===== src/rtl/revg_pkg.sv =====
package revg_pkg;
  localparam int REV_W   = 2;
  localparam int REV_CNT = 1 << REV_W;

  typedef enum logic [2:0] {
    OP_READ    = 3'd0,
    OP_PROG    = 3'd1,
    OP_ERASE   = 3'd2,
    OP_LOCK_RD = 3'd3,
    OP_LOCK_WR = 3'd4,
    OP_UNLOCK  = 3'd5,
    OP_SETSEL  = 3'd6,
    OP_STATUS  = 3'd7
  } op_e;

  // start word of a revision region
  function automatic logic [31:0] rev_base(input logic [REV_W-1:0] rev, input int offs_w);
    return 32'(rev) << offs_w;
  endfunction
endpackage


===== src/rtl/revg_select.sv =====
module revg_select
  import revg_pkg::*;
#(
  parameter int DEFAULT_REV = 0
) (
  input  logic             clk,
  input  logic             rst_n,
  input  logic             ext_sel_en,
  input  logic [REV_W-1:0] rev_pins,
  input  logic             set_en,
  input  logic [REV_W-1:0] set_rev,
  output logic [REV_W-1:0] active_rev,
  output logic             from_pins,
  output logic             armed
);
  logic [REV_W-1:0] pin_rev;
  logic [REV_W-1:0] sel_reg;

  always_ff @(posedge clk) begin
    if (!rst_n) begin
      armed     <= 1'b0;
      from_pins <= 1'b0;
      pin_rev   <= '0;
      sel_reg   <= REV_W'(DEFAULT_REV);
    end else begin
      if (!armed) begin
        armed     <= 1'b1;
        from_pins <= ext_sel_en;
        pin_rev   <= rev_pins;
      end
      if (set_en) sel_reg <= set_rev;
    end
  end

  assign active_rev = from_pins ? pin_rev : sel_reg;
endmodule


===== src/rtl/revg_prot.sv =====
module revg_prot
  import revg_pkg::*;
(
  input  logic               clk,
  input  logic               rst_n,
  input  logic               set_rp,
  input  logic               set_wp,
  input  logic               erase_ok,
  input  logic [REV_W-1:0]   rev,
  output logic [REV_CNT-1:0] rp_bits,
  output logic [REV_CNT-1:0] wp_bits
);
  for (genvar g = 0; g < REV_CNT; g++) begin : g_bit
    logic hit;
    assign hit = (rev == REV_W'(g));

    always_ff @(posedge clk) begin
      if (!rst_n)               rp_bits[g] <= 1'b0;
      else if (erase_ok && hit) rp_bits[g] <= 1'b0;
      else if (set_rp && hit)   rp_bits[g] <= 1'b1;
    end

    always_ff @(posedge clk) begin
      if (!rst_n)             wp_bits[g] <= 1'b0;
      else if (set_wp && hit) wp_bits[g] <= 1'b1;
    end
  end
endmodule


===== src/rtl/revsel_guard.sv =====
module revsel_guard
  import revg_pkg::*;
#(
  parameter int OFFS_W      = 8,
  parameter int DATA_W      = 16,
  parameter int DEFAULT_REV = 0
) (
  input  logic                  clk,
  input  logic                  rst_n,
  input  logic                  ext_sel_en,
  input  logic [1:0]            rev_pins,
  input  logic                  cmd_valid,
  input  logic [2:0]            cmd_op,
  input  logic [1:0]            cmd_rev,
  input  logic [OFFS_W-1:0]     cmd_offs,
  input  logic [DATA_W-1:0]     cmd_wdata,
  input  logic [DATA_W-1:0]     mem_rdata,
  output logic                  mem_rd_en,
  output logic                  mem_wr_en,
  output logic                  mem_erase_en,
  output logic [OFFS_W+1:0]     mem_addr,
  output logic [DATA_W-1:0]     mem_wdata,
  output logic                  rsp_valid,
  output logic [DATA_W-1:0]     rsp_data,
  output logic                  cmd_reject,
  output logic [1:0]            active_rev,
  output logic [OFFS_W+1:0]     active_base
);
  localparam int ADDR_W = OFFS_W + REV_W;
  localparam int STAT_W = 2 * REV_CNT + 1;

  op_e op;
  assign op = op_e'(cmd_op);

  logic [REV_CNT-1:0] rp_bits, wp_bits;
  logic               viol;
  logic               from_pins, armed;

  // named internal events
  logic rd_req, rd_ok, rd_block;
  logic pg_req, pg_block;
  logic er_req, er_ok, er_block;
  logic st_req, unlock_req;
  logic rp_hit, wp_hit;

  assign rp_hit     = rp_bits[cmd_rev];
  assign wp_hit     = wp_bits[cmd_rev];
  assign rd_req     = cmd_valid && (op == OP_READ);
  assign pg_req     = cmd_valid && (op == OP_PROG);
  assign er_req     = cmd_valid && (op == OP_ERASE);
  assign st_req     = cmd_valid && (op == OP_STATUS);
  assign unlock_req = cmd_valid && (op == OP_UNLOCK);
  assign rd_ok      = rd_req && !rp_hit;
  assign rd_block   = rd_req && rp_hit;
  assign pg_block   = pg_req && wp_hit;
  assign er_ok      = er_req && !wp_hit;
  assign er_block   = er_req && wp_hit;

  revg_select #(.DEFAULT_REV(DEFAULT_REV)) u_sel (
    .clk        (clk),
    .rst_n      (rst_n),
    .ext_sel_en (ext_sel_en),
    .rev_pins   (rev_pins),
    .set_en     (cmd_valid && (op == OP_SETSEL)),
    .set_rev    (cmd_rev),
    .active_rev (active_rev),
    .from_pins  (from_pins),
    .armed      (armed)
  );

  revg_prot u_prot (
    .clk      (clk),
    .rst_n    (rst_n),
    .set_rp   (cmd_valid && (op == OP_LOCK_RD)),
    .set_wp   (cmd_valid && (op == OP_LOCK_WR)),
    .erase_ok (er_ok),
    .rev      (cmd_rev),
    .rp_bits  (rp_bits),
    .wp_bits  (wp_bits)
  );

  logic [ADDR_W-1:0] cmd_base;
  assign cmd_base     = ADDR_W'(rev_base(cmd_rev, OFFS_W));
  assign mem_addr     = er_req ? cmd_base : cmd_base + ADDR_W'(cmd_offs);
  assign mem_rd_en    = rd_ok;
  assign mem_wr_en    = pg_req && !wp_hit;
  assign mem_erase_en = er_ok;
  assign mem_wdata    = cmd_wdata;
  assign active_base  = ADDR_W'(rev_base(active_rev, OFFS_W));

  logic [STAT_W-1:0] status;
  assign status = {viol, wp_bits, rp_bits};

  always_ff @(posedge clk) begin
    if (!rst_n) begin
      rsp_valid  <= 1'b0;
      rsp_data   <= '0;
      cmd_reject <= 1'b0;
      viol       <= 1'b0;
    end else begin
      rsp_valid  <= rd_req || st_req;
      rsp_data   <= rd_ok  ? mem_rdata :
                    st_req ? DATA_W'(status) : '0;
      cmd_reject <= pg_block || er_block;
      if (rd_block) viol <= 1'b1;
    end
  end
endmodule


===== config.mk =====
export PLATFORM = sky130hd
export DESIGN_NAME = revsel_guard
export DESIGN_NICKNAME = d
export VERILOG_FILES = /design/src/rtl/revg_pkg.sv /design/src/rtl/revg_select.sv /design/src/rtl/revg_prot.sv /design/src/rtl/revsel_guard.sv
export SDC_FILE = /design/constraint.sdc
export NUM_CORES = 1
export LEC_CHECK = 0
export BUFFER_PORTS_ARGS = -buffer_cell sky130_fd_sc_hd__buf_2
export CAP_MARGIN = 20
export CORE_MARGIN = 2
export CORE_UTILIZATION = 43
export CTS_CLUSTER_DIAMETER = 200
export CTS_CLUSTER_SIZE = 20
export DETAILED_ROUTE_END_ITERATION = 16
export PLACE_DENSITY_LB_ADDON = 0.1
export REMOVE_ABC_BUFFERS = 1
export SKIP_CTS_REPAIR_TIMING = 1
export SYNTH_ARGS = -nofsm -noshare
export SYNTH_HDL_FRONTEND = slang
export SYNTH_SLANG_ARGS = --single-unit

===== constraint.sdc =====
create_clock -name clk -period 2.4 [get_ports clk]
set_input_delay 0.12 -clock clk [delete_from_list [all_inputs] [get_ports clk]]
set_output_delay 0.12 -clock clk [all_outputs]
set_load 0.02 [all_outputs]

# After elaboration in Yosys (flattened, before gate mapping)
# Cells that the tools add are included.
[op_classes] add_sub_neg=1 n_mul=0 n_div=0 order_cmp=1 eq_ne=9 shifts=0 mux=9 bitwise_logic=1 reduce_logical=35
[op_table] cell="1-bit logical AND" n=25
[op_table] cell="16-bit 2-to-1 mux" n=1
[op_table] cell="10-bit by 8-bit adder with 10-bit output" n=1
[op_table] cell="10-bit 2-to-1 mux" n=1
[op_table] cell="3-bit == test (second input constant)" n=3
[op_table] cell="9-bit 2-to-1 mux" n=1
[op_table] cell="2-bit OR reduction" n=4
[op_table] cell="3-bit by 2-bit == test with 1-bit output (second input constant)" n=2
[op_table] cell="1-bit binary-select mux with 2-bit select" n=2
[op_table] cell="2-bit == test (second input constant)" n=2
[op_table] cell="3-bit by 1-bit == test with 1-bit output (second input constant)" n=1
[op_table] cell="3-bit zero test" n=1
[op_table] cell="2-bit by 3-bit less-than comparator with 1-bit output (second input constant)" n=1
[op_table] cell="1-bit 2-to-1 mux" n=3
[op_table] cell="2-bit by 1-bit == test with 1-bit output (second input constant)" n=1
[op_table] cell="1-bit zero test" n=2
[op_table] cell="2-bit zero test" n=1
[op_table] cell="1-bit logical OR" n=2
[op_table] cell="2-bit 2-to-1 mux" n=1
[op_table] cell="1-bit inverter" n=1
[word_totals] ff_bits=33 latchBits=0 ram_bits=0 romBits=0 input_bits=51 output_inout_bits=59 word_cells=72 mem_count=0

# Longest topological paths before layout
# Gate-level depths: netlist of the first run.
[depth] ltp_word=6 ltp_mapped=4 ltp_nobuf=3

# Hierarchy
# Synthesis of the first run repeated with hierarchy kept, for this count alone.
[hier_totals] hier_cells=149 hier_area_um2=1544.0
[by_module_without_submodules] mod="revsel_guard" instances=1 cells_per_inst=98 area_per_inst_um2=972.2 seq_area_each_um2=380.4
[by_module_without_submodules] mod="revg_prot" instances=1 cells_per_inst=33 area_per_inst_um2=347.8 seq_area_each_um2=160.2
[by_module_without_submodules] mod="revg_select" instances=1 cells_per_inst=18 area_per_inst_um2=224.0 seq_area_each_um2=120.1

# Worst setup path before layout of the first run
# OpenSTA, ideal clock, no wires.
[synth_path] path_kind="input-to-output" start="input cmd_rev[0]" end="output mem_wr_en" t_arrival_ns=1.726 required_time_ns=2.280 slack_ns=0.554 path_stages=3 path_buffers=1 cell_sequence="clkbuf_1 mux4_2 nor4b_1"
[synth_via] elab_chain_len=4
[synth_lines] item="start: declaration" line="revsel_guard.sv:14" source="input logic [1:0] cmd_rev,"
[synth_lines] item="1-bit binary-select mux with 2-bit select" line="revsel_guard.sv:47" source="assign wp_hit = wp_bits[cmd_rev];"
[synth_lines] item="1-bit 2-to-1 mux (not written as such)" line="revsel_guard.sv:47"
[synth_lines] item="1-bit zero test" line="revsel_guard.sv:86" source="assign mem_wr_en = pg_req && !wp_hit;"
[synth_lines] item="1-bit logical AND" line="revsel_guard.sv:86"
[synth_lines] item="end: declaration" line="revsel_guard.sv:19" source="output logic mem_wr_en,"
# Every way passes these cells. The select of a mux whose other input is x is not followed.

# Final worst setup path of the first run
[layout_path] start="register u_prot.wp_bits[1]" end="output mem_wr_en"
[layout_via] elab_chain_len=4
[layout_lines] item="start: declaration" line="revg_prot.sv:11" source="output logic [REV_CNT-1:0] wp_bits"
[layout_lines] item="start signal: indexed assignment" line="revg_prot.sv:24" source="if (!rst_n) wp_bits[g] <= 1'b0;"
[layout_lines] item="start signal: indexed assignment" line="revg_prot.sv:25" source="else if (set_wp && hit) wp_bits[g] <= 1'b1;"
[layout_lines] item="1-bit binary-select mux with 2-bit select" line="revsel_guard.sv:47"
[layout_lines] item="1-bit 2-to-1 mux (not written as such)" line="revsel_guard.sv:47"
[layout_lines] item="1-bit zero test" line="revsel_guard.sv:86"
[layout_lines] item="1-bit logical AND" line="revsel_guard.sv:86"
# Every way passes these cells. The select of a mux whose other input is x is not followed.

==> results of run 1 <==
## through the flow
step | std cells | hold slack, ns
CTS | 244 | -0.0277
detailed placement | 238 | 0.240
finish | 248 | -0.00442
global route | 248 | 0.000270
floorplan | 122 | 0.148
global placement | 238 | 0.240
## cell families after synthesis
logic type / after synthesis / synth area share (%)
buffers and inverters: 37 / 16.4
AND/OR/NAND/NOR: 47 / 20.3
other: 1 / 0.244
XOR/XNOR: 1 / 0.571
multiplexers: 9 / 7.67
AO/OA/AOI/OAI: 22 / 11.7
flip-flops: 33 / 43.1
## final timing paths
path,startpoint,cells after the start,to
setup reg to reg,u_prot.rp_bits[3],3,rsp_data[2]
hold reg to reg,viol,1,rsp_data[8]
hold / removal,mem_rdata[13],2,rsp_data[13]
setup / recovery,u_prot.wp_bits[1],3,mem_wr_en
## synthesized netlist by cell type (3+ instances only)
cell / number
and2_1: 15
nand2_1: 3
o21bai_1: 3
buf_4: 28
mux2i_1: 5
clkbuf_1: 6
a31oi_1: 4
o311a_1: 3
nor2b_1: 9
nand2b_1: 3
dfxtp_1: 33
a22o_1: 10
## report_power, final
part	total, W	switching (W)	internal (W)
clock network	0.000264	0.000162	0.000101
registers	0.000563	0.00000581	0.000557
logic	0.000141	0.0000808	0.0000605
## final cells by class
class                   count  area (sq um)
fillers                   319          1580
flip-flops and latches     33           661
multi-input cells          87           648
repair buffers             74           393
well taps                  46          57.6
clock buffers               5          37.5
inverters                   2          7.51
clock inverters             1          5.00
## worst max-delay path: stages (launching register included)
cell and delay (ns):
dfxtp_1 0.37, mux4_2 0.51, nor4b_1 0.27, buf_2 0.21
## metal layers
layer / track usage (%) / vias to the layer above / part of all wire [%]
li1: - / 589 / -
met4: 5.71 / 0 / 0.97
met3: 8.93 / 3 / 11
met1: 18.1 / 564 / 42
met5: 4.17 / - / 0
met2: 26.7 / 72 / 45
==> metrics.cfg, run 1 <==
[run_status]
status=finished, violations left
violations=hold timing

[global_routing]
antenna_found_initial=0
grt_usage_pct=16.5
grt_pass1_vias=1195
grt_pass1_wl_mm=5.17
grt_max_degree=19
overflow=0

[finish]
largest-register=rsp_data
drive_gt1_share_pct=40.1
area_growth_pct=17.9
mostFrequentLayoutCell=buf_2
final_area_sq_mm=0.00181
antenna-diode-count=0
finish.utilization_pct=53.4
largest_reg_flops=16
final_cell_mix=buf_2 (69), dfxtp_1 (33), and2_1 (15)
nets=254
reg_top3=rsp_data: 16 flops, u_prot.rp_bits: 4 flops, u_prot.wp_bits: 4 flops

[pwr]
ir_worst_vdd_mv=0.255
total_power_w=0.000968
power.leakage_nw=0.879
p_per_area_mw_per_mm2=535

[drt]
dr.pass1.iters=4
first_iter_violations=28
wirelength_mm=3.31
routed_via_density=4.95
vias=1228
drc_errors=0
ant_nets=0
wl_per_cell_um=13.3

[sta]
fmax_ghz=0.553
timing_hold_violations_final=2
rsz0062_at_grt=false
drv_slew=0
worst_pin_slew_ns=0.687
setup-tns-final_ns=0
finalHoldWorstSlack_ns=-0.00442
slew_headroom_pct=53.8
finalClockSkew_ns=0.00735
setup_ws_ns=0.593
min_period_over_period_pct=75.3
setup_viol=0
fin_crit_ns=1.81

[floorplanning]
dieArea_sq_mm=0.00406
rows=21
die_y_um=63.7
initial_core_util_pct=45.3
ios=110
coreArea_sq_mm=0.00339
fp.dieW_um=63.7

[clocking]
cts_tree=yes
numCtsBuffers=5
clockBufferDepth=2
ctsRootBufferMaster=clkbuf_4
cts-htree-levels=2
clock_latency_ns=0.32
clkTransAtPathRegs_ns=0.09
cts.sinks=33

[worst_setup_path]
cp-end-kind=primary output
crit_fanout=4
critical_path_required_ns=2.28
path_class=reg -> out
worst-endpoint-arrival_ns=1.69
critPathLaunchType=flop
ff2ff_setup_slack_ns=0.62

[logic_synthesis]
synthFlopType=dfxtp_1
synthTopCellsByArea=dfxtp_1 (43%), buf_4 (14%), and2_1 (6.1%), a22o_1 (5.7%), nor2b_1 (3.7%)
yosysTopAreaCell=dfxtp_1
ys_seq_area_share_pct=43.1
synth_edf_count=0
synth_top_area_share_pct=43.1
synth_area_sq_mm=0.00153
ys_warn_count=0
async_flop_share_pct=0
synthDistinctLibCells=33
avgSynthCellArea_sq_um=10.2
syn_inst=150
ys_seq_elements=33

[placement]
gp_congestion=0.726
place_area_sq_mm=0.00173
port_buffers=69
dpl_worst_slack_ns=0.499
dp_hpwl_mm=2.56

[run]
maxCapViolations=0

[worst_hold_path]
hp-class=in -> reg

No activity file was read; power rests on OpenSTA's default activity.
==> run 2, diff against run 1 <==
- ABC_AREA: unset -> 1
- CORE_UTILIZATION: 43 -> 38
- clock period: 2.4 -> 1.55 ns (I/O delays scaled with it)
==> run 2 against run 1 <==
- the run now ends clean
- clock skew barely moved
- die area rose by 24%
- setup slack got worse by 0.47 ns
- wire length rose by 21%
- worst hold slack improved by 0.011 ns
- final area rose by 12%
- combinational power rose by 72%
- global-route usage fell by 0.27 points
- clock power rose to 3.1 times the previous value
- critical path type unchanged
- critical endpoint is now mem_erase_en
- largest cell class is now multi-input gates
- largest power group unchanged
==> metrics.cfg, run 2 <==
[logic_synthesis]
ys_seq_area_share_pct=38.7
ys_warn_count=0
synth_common_cells=nand2_1 (59), nor2_1 (53), inv_1 (36), dfxtp_1 (33), buf_4 (30)
async_flop_share_pct=0
synth_top_area_share_pct=38.7
synthTopCellsByArea=dfxtp_1 (39%), buf_4 (13%), nand2_1 (13%), nor2_1 (12%), inv_1 (7.9%)
yosysTopAreaCell=dfxtp_1
post-synth-top-count-cell=nand2_1
synthDistinctLibCells=20
synth_edf_count=0
ys_seq_elements=33
synthFlopType=dfxtp_1
synth_area_sq_mm=0.00171
avgSynthCellArea_sq_um=6.65
syn_inst=257

[worst_setup_path]
crit_buf_inv=3
critical_path_required_ns=1.47
cp_common_cell=inv_1
path_class=reg -> out
worst-endpoint-arrival_ns=1.35
path_cells=inv_1 > o21ai_0 > nand2_1 > nand3_1 > inv_1 > buf_2
max_stage_delay_ns=0.33
critPathLaunchType=flop
crit_fanout=4
cp-end-kind=primary output
critPathSlowestCell=dfxtp_1
crit_family=flip-flops

[placement]
dpl.cell_count=352
port_buffers=69
gp_congestion=0.835
dpl_worst_slack_ns=0.316
dp_hpwl_mm=2.95

[sta]
finalClockSkew_ns=0.00728
timing_hold_violations_final=0
setup_viol=0
setup-tns-final_ns=0
drv_slew=0
fmax_ghz=0.703
rsz0062_at_grt=false
min_period_over_period_pct=91.8
fin_crit_ns=1.42
setup_ws_ns=0.127

[finish]
seq_area_sq_um=661
mostFrequentLayoutCell=buf_2
stdcell_count=361
multi_input_area_sq_um=674
n_fill_cell=500
drive_gt1_share_pct=28.2
largest-register=rsp_data
nets=359
antenna-diode-count=0
reg_top3=rsp_data: 16 flops, u_prot.rp_bits: 4 flops, u_prot.wp_bits: 4 flops
area_growth_pct=18.7
final_cell_mix=buf_2 (69), nand2_1 (59), nor2_1 (53)
largest_reg_flops=16

[floorplanning]
ios=110
dieArea_sq_mm=0.00505
coreArea_sq_mm=0.00435
rows=24
initial_core_util_pct=39.3
fp.dieW_um=71.1
die_y_um=71.1

[drt]
dr_wl_met2_mm=1.63
wirelength_mm=4.00
wl_per_cell_um=11.1
ant_nets=0
dr_wl_met3_um=513
first_iter_violations=91
top_layer=met4
dr.pass1.iters=4
drc_errors=0
routed_via_density=4.32
wl_met1_mm=1.78
vias=1559

[clocking]
clkTransAtPathRegs_ns=0.06
clock_latency_ns=0.28
clockBufferDepth=2
ctsRootBufferMaster=clkbuf_8
cts.sinks=33
cts-htree-levels=2
cts_tree=yes
numCtsBuffers=5

[global_routing]
overflow=0
grt_pass1_vias=1433
grt_usage_pct=16.3
grt_max_degree=23
grt_pass1_wl_mm=6.41
antenna_found_initial=0

[worst_hold_path]
hp-class=in -> reg

[pwr]
p_sw_w=0.000462
ir_worst_vdd_mv=0.427
switching_share_pct=23.9
p_int_w=0.00147
pwr-share-clk_pct=42.2
power.leakage_nw=1.14
p_seq_share_pct=45.3
p_per_area_mw_per_mm2=953
total_power_w=0.00193
power_frac_comb_pct=12.5

[run_status]
status=finished clean

[run]
maxCapViolations=0

-- run 2: metrics by stage --
stage	util, %	hold WS, ns	cell area, sq um
after global placement	43.7	0.155	1900
after CTS	46.4	-0.00139	2020
after global routing	46.6	0.00776	2030
after detailed placement	43.7	0.155	1900
final	46.6	0.00667	2030
after floorplan	-	0.105	1490
-- run 2: cell type report --
class	count	share of cell area (%)
Tap cell	52	3.21
Clock buffer	7	4.25
Timing Repair Buffer	71	17.9
Clock inverter	1	1.48
Multi-Input combinational cell	157	33.2
Sequential cell	33	32.6
Inverter	40	7.40
-- run 2: per-layer routing --
layer  up-vias  track usage, %
li1        828               -
met1       634            19.5
met2        89            23.2
met3         8            9.12
met4         0            7.34
met5         -            6.06
-- run 2: power groups by stage --
stage	Clock, W	Combinational [W]	Sequential [W]
final	0.000817	0.000242	0.000876
after global routing	0.000895	0.000271	0.000877
after CTS	0.000850	0.000241	0.000875
after detailed placement	0	0.000240	0.000895
after global placement	0	0.000240	0.000895
after floorplan	0	0.000125	0.000901
-- run 2: logic make-up (layout without fill, tap and decap cells) --
logic type,after synthesis,in the layout,share of synthesized area (%)
simple gates,129,129,31.8
compound gates,20,20,5.86
flops,33,33,38.7
other cells,1,8,0.219
buf+inv,74,119,23.4
-- run 2: worst paths after layout --
path	from	to	slack, ns	cells after the start
max	u_prot.wp_bits[0]	mem_erase_en	0.13	6
min	mem_rdata[14]	rsp_data[14]	0.007	3
max reg2reg	u_prot.rp_bits[2]	rsp_data[11]	0.41	7
min reg2reg	u_sel.sel_reg[1]	u_sel.sel_reg[1]	0.45	2
-- run 2: worst register-to-register path: cells and delay by family (launching register included) --
kind	cells	cell delay, ns
buf+inv	1	0.06
flops	1	0.40
simple gates	6	0.57
